[src/rtl/lbw_pkg.sv]
package lbw_pkg;
  typedef enum logic [1:0] {
    CAUSE_LOCAL_DOWN    = 2'd0,
    CAUSE_UPG_FALLBACK  = 2'd1,
    CAUSE_PEER_DIRECTED = 2'd2,
    CAUSE_PEER_AUTO     = 2'd3
  } chg_cause_e;

  typedef enum logic {
    RATE_GEN1 = 1'b0,
    RATE_GEN2 = 1'b1
  } rate_e;

  localparam int CAUSE_W     = 2;
  localparam int CTL_W       = 3;
  localparam int CTL_RETRAIN = 0;
  localparam int CTL_FULL    = 1;
  localparam int CTL_IEN     = 2;
  localparam int SYNC_STAGES = 2;
endpackage

[src/rtl/lbw_rst_sync.sv]
module lbw_rst_sync #(
  parameter int STAGES = 2
) (
  input  logic clk,
  input  logic rst_n,
  output logic rst_sync_n
);
  logic [STAGES-1:0] sync_q;
  logic [STAGES-1:0] sync_d;

  always_comb begin
    sync_d = {sync_q[STAGES-2:0], 1'b1};
  end

  always_ff @(posedge clk or negedge rst_n) begin
    if (!rst_n) sync_q <= '0;
    else        sync_q <= sync_d;
  end

  assign rst_sync_n = sync_q[STAGES-1];
endmodule

[src/rtl/lbw_ctl_regs.sv]
module lbw_ctl_regs
  import lbw_pkg::*;
(
  input  logic             clk,
  input  logic             rst_n,
  input  logic             ctl_wr,
  input  logic [CTL_W-1:0] ctl_wdata,
  output logic             sw_retrain,
  output logic             sw_full,
  output logic             retrain_q,
  output logic             full_q,
  output logic             ien_q
);
  logic retrain_d, full_d, ien_d, ien_en;

  assign sw_retrain = ctl_wr & ctl_wdata[CTL_RETRAIN];
  assign sw_full    = ctl_wr & ctl_wdata[CTL_FULL];
  assign ien_en     = ctl_wr;

  // command bits self-clear one cycle after the write
  always_comb begin
    retrain_d = sw_retrain;
    full_d    = sw_full;
    ien_d     = ctl_wdata[CTL_IEN];
  end

  always_ff @(posedge clk or negedge rst_n) begin
    if (!rst_n) begin
      retrain_q <= 1'b0;
      full_q    <= 1'b0;
    end else begin
      retrain_q <= retrain_d;
      full_q    <= full_d;
    end
  end

  always_ff @(posedge clk or negedge rst_n) begin
    if (!rst_n)      ien_q <= 1'b0;
    else if (ien_en) ien_q <= ien_d;
  end
endmodule

[src/rtl/lbw_rate_policy.sv]
module lbw_rate_policy
  import lbw_pkg::*;
(
  input  logic               clk,
  input  logic               rst_n,
  input  logic               ev_speed_chg,
  input  logic [CAUSE_W-1:0] ev_cause,
  input  logic               ev_new_rate,
  input  logic               ev_retrain_done,
  input  logic               ev_retrain_ok,
  input  logic               ev_detect,
  input  logic               sw_retrain,
  input  logic               sw_full,
  output logic               cur_rate,
  output logic               status_set
);
  rate_e      rate_q, rate_d;
  logic       hold_q, hold_d;
  logic       init_q, init_d;
  chg_cause_e cause;
  rate_e      target;
  logic       peer, blocked, local_down;

  assign cause      = chg_cause_e'(ev_cause);
  assign target     = rate_e'(ev_new_rate);
  assign peer       = (cause == CAUSE_PEER_DIRECTED) || (cause == CAUSE_PEER_AUTO);
  assign blocked    = hold_q && (target == RATE_GEN2) && !peer;
  assign local_down = (cause == CAUSE_LOCAL_DOWN) && (target == RATE_GEN1);

  always_comb begin
    rate_d     = rate_q;
    hold_d     = hold_q;
    init_d     = init_q;
    status_set = 1'b0;
    if (sw_retrain || sw_full) hold_d = 1'b0;
    if (ev_detect) begin
      rate_d = RATE_GEN1;
      hold_d = 1'b0;
      init_d = 1'b1;
    end else if (ev_retrain_done) begin
      init_d = 1'b0;
      if (!ev_retrain_ok && rate_q == RATE_GEN2) begin
        rate_d     = RATE_GEN1;
        hold_d     = 1'b1;
        status_set = !init_q;
      end
    end else if (ev_speed_chg && !blocked) begin
      init_d = 1'b0;
      if (target != rate_q) begin
        rate_d = target;
        if (peer && target == RATE_GEN2) hold_d = 1'b0;
        if (local_down) hold_d = 1'b1;
        status_set = !init_q && (local_down || cause == CAUSE_PEER_DIRECTED);
      end
    end
  end

  always_ff @(posedge clk or negedge rst_n) begin
    if (!rst_n) begin
      rate_q <= RATE_GEN1;
      hold_q <= 1'b0;
      init_q <= 1'b1;
    end else begin
      rate_q <= rate_d;
      hold_q <= hold_d;
      init_q <= init_d;
    end
  end

  assign cur_rate = rate_q;
endmodule

[src/rtl/lbw_status_reg.sv]
module lbw_status_reg (
  input  logic clk,
  input  logic rst_n,
  input  logic ev_set,
  input  logic sw_retrain,
  input  logic clr,
  input  logic ien,
  input  logic link_down_set,
  input  logic link_up,
  output logic status,
  output logic irq,
  output logic dl_down
);
  logic status_d, set_any, status_en;
  logic dl_d, dl_en;

  assign set_any   = ev_set | sw_retrain;
  assign status_en = set_any | clr;
  assign dl_en     = link_down_set | link_up;

  // a set in the same cycle wins over the clear
  always_comb begin
    status_d = set_any;
    dl_d     = link_down_set;
  end

  always_ff @(posedge clk or negedge rst_n) begin
    if (!rst_n)         status <= 1'b0;
    else if (status_en) status <= status_d;
  end

  always_ff @(posedge clk or negedge rst_n) begin
    if (!rst_n)     dl_down <= 1'b1;
    else if (dl_en) dl_down <= dl_d;
  end

  assign irq = status & ien;
endmodule

[src/rtl/lbw_status_tracker.sv]
module lbw_status_tracker
  import lbw_pkg::*;
(
  input  logic               clk,
  input  logic               rst_n,
  input  logic               ev_speed_chg,
  input  logic [CAUSE_W-1:0] ev_cause,
  input  logic               ev_new_rate,
  input  logic               ev_retrain_done,
  input  logic               ev_retrain_ok,
  input  logic               ev_detect,
  input  logic               ev_link_up,
  input  logic               ctl_wr,
  input  logic [CTL_W-1:0]   ctl_wdata,
  input  logic               sts_wr,
  input  logic               sts_w1c,
  output logic               cur_rate,
  output logic               bw_status,
  output logic               irq,
  output logic               recovery_req,
  output logic               detect_req,
  output logic               dl_down
);
  logic rst_sync_n;
  logic sw_retrain, sw_full, ien_q;
  logic status_set;

  lbw_rst_sync #(.STAGES(SYNC_STAGES)) i_rst_sync (
    .clk        (clk),
    .rst_n      (rst_n),
    .rst_sync_n (rst_sync_n)
  );

  lbw_ctl_regs i_ctl (
    .clk        (clk),
    .rst_n      (rst_sync_n),
    .ctl_wr     (ctl_wr),
    .ctl_wdata  (ctl_wdata),
    .sw_retrain (sw_retrain),
    .sw_full    (sw_full),
    .retrain_q  (recovery_req),
    .full_q     (detect_req),
    .ien_q      (ien_q)
  );

  lbw_rate_policy i_policy (
    .clk             (clk),
    .rst_n           (rst_sync_n),
    .ev_speed_chg    (ev_speed_chg),
    .ev_cause        (ev_cause),
    .ev_new_rate     (ev_new_rate),
    .ev_retrain_done (ev_retrain_done),
    .ev_retrain_ok   (ev_retrain_ok),
    .ev_detect       (ev_detect),
    .sw_retrain      (sw_retrain),
    .sw_full         (sw_full),
    .cur_rate        (cur_rate),
    .status_set      (status_set)
  );

  lbw_status_reg i_status (
    .clk           (clk),
    .rst_n         (rst_sync_n),
    .ev_set        (status_set),
    .sw_retrain    (sw_retrain),
    .clr           (sts_wr & sts_w1c),
    .ien           (ien_q),
    .link_down_set (sw_full | ev_detect),
    .link_up       (ev_link_up),
    .status        (bw_status),
    .irq           (irq),
    .dl_down       (dl_down)
  );
endmodule

[config.mk]
export PLATFORM = sky130hd
export DESIGN_NAME = lbw_status_tracker
export DESIGN_NICKNAME = d
export VERILOG_FILES = /design/src/rtl/lbw_pkg.sv /design/src/rtl/lbw_rst_sync.sv /design/src/rtl/lbw_ctl_regs.sv /design/src/rtl/lbw_rate_policy.sv /design/src/rtl/lbw_status_reg.sv /design/src/rtl/lbw_status_tracker.sv
export SDC_FILE = /design/constraint.sdc
export NUM_CORES = 1
export LEC_CHECK = 0
export ABC_AREA = 1
export ABC_CLOCK_PERIOD_IN_PS = 1900
export BUFFER_PORTS_ARGS = -buffer_cell sky130_fd_sc_hd__buf_4
export CORE_AREA = 2 2 39 41
export CTS_BUF_LIST = sky130_fd_sc_hd__clkbuf_4 sky130_fd_sc_hd__clkbuf_8
export CTS_CLUSTER_DIAMETER = 60
export DETAILED_ROUTE_END_ITERATION = 7
export DIE_AREA = 0 0 41 43
export SLEW_MARGIN = 10
export SYNTH_ARGS = -nofsm -noshare
export SYNTH_HDL_FRONTEND = slang
export SYNTH_SLANG_ARGS = --single-unit
[constraint.sdc]
create_clock -name clk -period 1.9 [get_ports clk]
set_clock_uncertainty 0.2 [all_clocks]
set_input_delay 0 -clock clk [delete_from_list [all_inputs] [get_ports clk]]
set_output_delay 0 -clock clk [all_outputs]
set_load 0.01 [all_outputs]
==> qor.yml <==
pwr:
  p_seq_share_pct: 41.5
  ir_worst_vdd_mv: 0.4104
  power_frac_clock_pct: 34.3
  p_leak_nw: 0.5041
  p_sw_mw: 0.1498
  intPower_mw: 0.4276
  switching_share_pct: 25.95
  combPwrFrac_pct: 24.2
  finalPower_mw: 0.5774
  p_per_area_nw_per_um2: 626.2
synthesis:
  muxShareOfSynthArea_pct: 2.308
  synthXorXnorAreaFrac_pct: 0
  yosysSeqAreaShare_pct: 51.79
  synthCells: 66
  ys_warn_count: 0
  yosys.area_share.simple_pct: 29.49
  synth_top_family_by_area: "simple AND/OR/NAND/NOR gates"
  synth_area_sq_um: 488.0
  postSynthAreaPerCell_sq_um: 7.393
  synthAdderAreaFrac_pct: 0
  syn-num-nets: 82
  synth.distinct_cells: 14
  ys_ff_latch: 10
  synth_compound_area_share_pct: 5.641
layout:
  postLayoutCoreUtil_pct: 66.64
  drive_gt1_share_pct: 26.55
  antenna_cells: 0
  finalNonFillerCells: 129
  fin_nets: 130
  areaGrowthSynthToFinish_pct: 88.97
setup_path:
  path_buf_inv: 4
  cp_common_cell: "nand2_1"
  crit_path_cell_trace: "dlygate4sd3_1, buf_4, nand2_1, dlygate4sd3_1, inv_1, nor2_1, nand2_1, nand2_1, nand2_1, nand2_1"
  worst_path_largest_cell_delay_ns: 0.54
  crit_path_max_fanout: 2
  critical_path_class: "in -> reg"
  worstPathRequired_ns: 1.92
  regToRegStartpoint: "i_policy.cur_rate"
  startpoint_type: "primary input"
  cp-end-kind: "register"
  crit_family: "buffers and inverters"
  cp.arrival_ns: 1.74
  crit_start: "ctl_wdata[1]"
  crit_slowest_cell: "dlygate4sd3_1"
detailed_routing:
  vias: 572
  drtIter0Drc: 14
  drt_first_pass_iters: 6
  antenna_left: 0
  wl_per_cell_um: 11.87
  drc_errors: 0
  via_per_inst: 4.434
  wirelength_um: 1531
place:
  hpwl_um: 844.2
  dp_cells: 103
  place_worst_setup_slack_ns: 0.6941
  gp_congestion: 0.8659
  port_buffers: 21
sta:
  min_period_ns: 1.727
  fin_ws_ns: 0.1730
  timing.final.crit_share_pct: 90.89
  setup-tns-final_ns: 0
  rsz0062_at_grt: "false"
  slew_violations: 0
  max_freq_mhz: 579.0
  setup-violations-final: 0
  hold_viol: 0
grt:
  grt_pass1_vias: 534
  grt_pass1_wl_um: 2415
  grt_max_degree: 7
  antenna_found_initial: 0
  grt.overflow.total: 0
  grt.total_usage_pct: 21.20
min_path:
  hold_start: "ev_new_rate"
  hold_path.class: "in -> reg"
clock_network:
  cts_made_buffers: 3
  clk_pin_slew_ns: 0.07
  cts_setup_buffers: 0
  clock_latency_ns: 0.27
  ctsHoldBuffers: 22
  cts_resized: 0
  root_buffer: "clkbuf_4"
  h-tree-depth: 1
  cts_tree: "yes"
  clock_path_buffers: 2
  clock-sinks: 10
floorplanning:
  dieHeight_um: 43
  core_sq_um: 1384
  fp-row-count: 14
  initial_core_util_pct: 35.26
  die_x_um: 41
  pin_count: 22
  die_area_sq_um: 1763
job:
  max-cap-violations: 0
run_status:
  status: "completed"
-- final timing paths --
path                                      to  slack, ns  cells after the start
max reg2reg                  i_policy.hold_q       0.20                      7
min reg2reg                 i_status.dl_down       0.06                      0
min in group asynchronous   i_status.dl_down       0.06                      0
max in group asynchronous    i_status.status       0.68                      1
max                          i_policy.hold_q       0.17                     10
min                        i_policy.cur_rate      0.006                      5
-- placed cells by master (no fill, tap or decap) --
| master | synthesis | final |
|---|---|---|
| dfrtp_1 | 8 | 8 |
| mux2_2 | 1 | 1 |
| dfstp_2 | 2 | 2 |
| nor3_1 | 2 | 2 |
| inv_1 | 12 | 12 |
| buf_4 | 0 | 21 |
| nand2_1 | 25 | 25 |
| inv_2 | 1 | 1 |
| nand3_1 | 1 | 1 |
| clkbuf_4 | 0 | 3 |
| nor2_2 | 1 | 1 |
| o21ai_0 | 4 | 4 |
| conb_1 | 1 | 1 |
| dlygate4sd3_1 | 0 | 22 |
| clkbuf_8 | 0 | 1 |
| nor2_1 | 6 | 6 |
| o211ai_1 | 1 | 1 |
| nand4_1 | 1 | 1 |
-- metal layers --
metal | global-route usage (%) | part of all wire, %
met1 | 23.59 | 40
met2 | 33.44 | 53
met3 | 7.853 | 5.2
met4 | 10.67 | 2.2
met5 | 0 | 0
-- power by group through the flow --
stage,clock (mW),combinational [mW],sequential (mW)
4_1_cts,0.199,0.137,0.239
5_1_grt,0.217,0.154,0.242
6_report,0.198,0.140,0.240
3_3_place_gp,0,0.0965,0.245
2_1_floorplan,0,0.0385,0.248
3_5_place_dp,0,0.0959,0.246
-- cell families after synthesis --
logic type	Yosys count
compound gates	5
flops	10
mux	1
buf+inv	13
other cells	1
simple gates	36
-- through the flow --
step,hold WS (ns),instance area [sq um]
floorplan,-0.4956,488.0
finish,0.005931,922.1
global route,0.05284,922.1
CTS,0.003089,922.1
global placement,-0.4163,665.6
detailed placement,-0.4173,665.6
-- sequential cells by signal, summed over array words and instances, names as in the netlist --
register           count
i_ctl.full_q           1
i_ctl.ien_q            1
i_policy.hold_q        1
i_policy.cur_rate      1
i_status.dl_down       1
i_status.status        1
i_rst_sync.sync_q      2
i_policy.init_q        1
i_ctl.retrain_q        1
-- area by class of cell --
cell class                      count  area (sq um)
Fill cell                         116         461.7
Timing Repair Buffer               43         377.9
Sequential cell                    10         252.7
Multi-Input combinational cell     43         186.4
Inverter                           13         48.80
Clock buffer                        4         36.28
Tap cell                           16         20.02
-- synthesized netlist by cell type --
cell type | count | area share (%)
conb_1 | 1 | 0.77
dfrtp_1 | 8 | 41
dfstp_2 | 2 | 11
inv_1 | 12 | 9.2
inv_2 | 1 | 0.77
mux2_2 | 1 | 2.3
nand2_1 | 25 | 19
nand3_1 | 1 | 1.0
nand4_1 | 1 | 1.3
nor2_1 | 6 | 4.6
nor2_2 | 1 | 1.3
nor3_1 | 2 | 2.1
o211ai_1 | 1 | 1.5
o21ai_0 | 4 | 4.1
-- tightest hold or removal path: stages --
cell and delay [ns]:
buf_4 0.14, inv_2 0.07, nor3_1 0.04, o21ai_0 0.16, inv_1 0.04
Power figures use the tool's default switching activity.
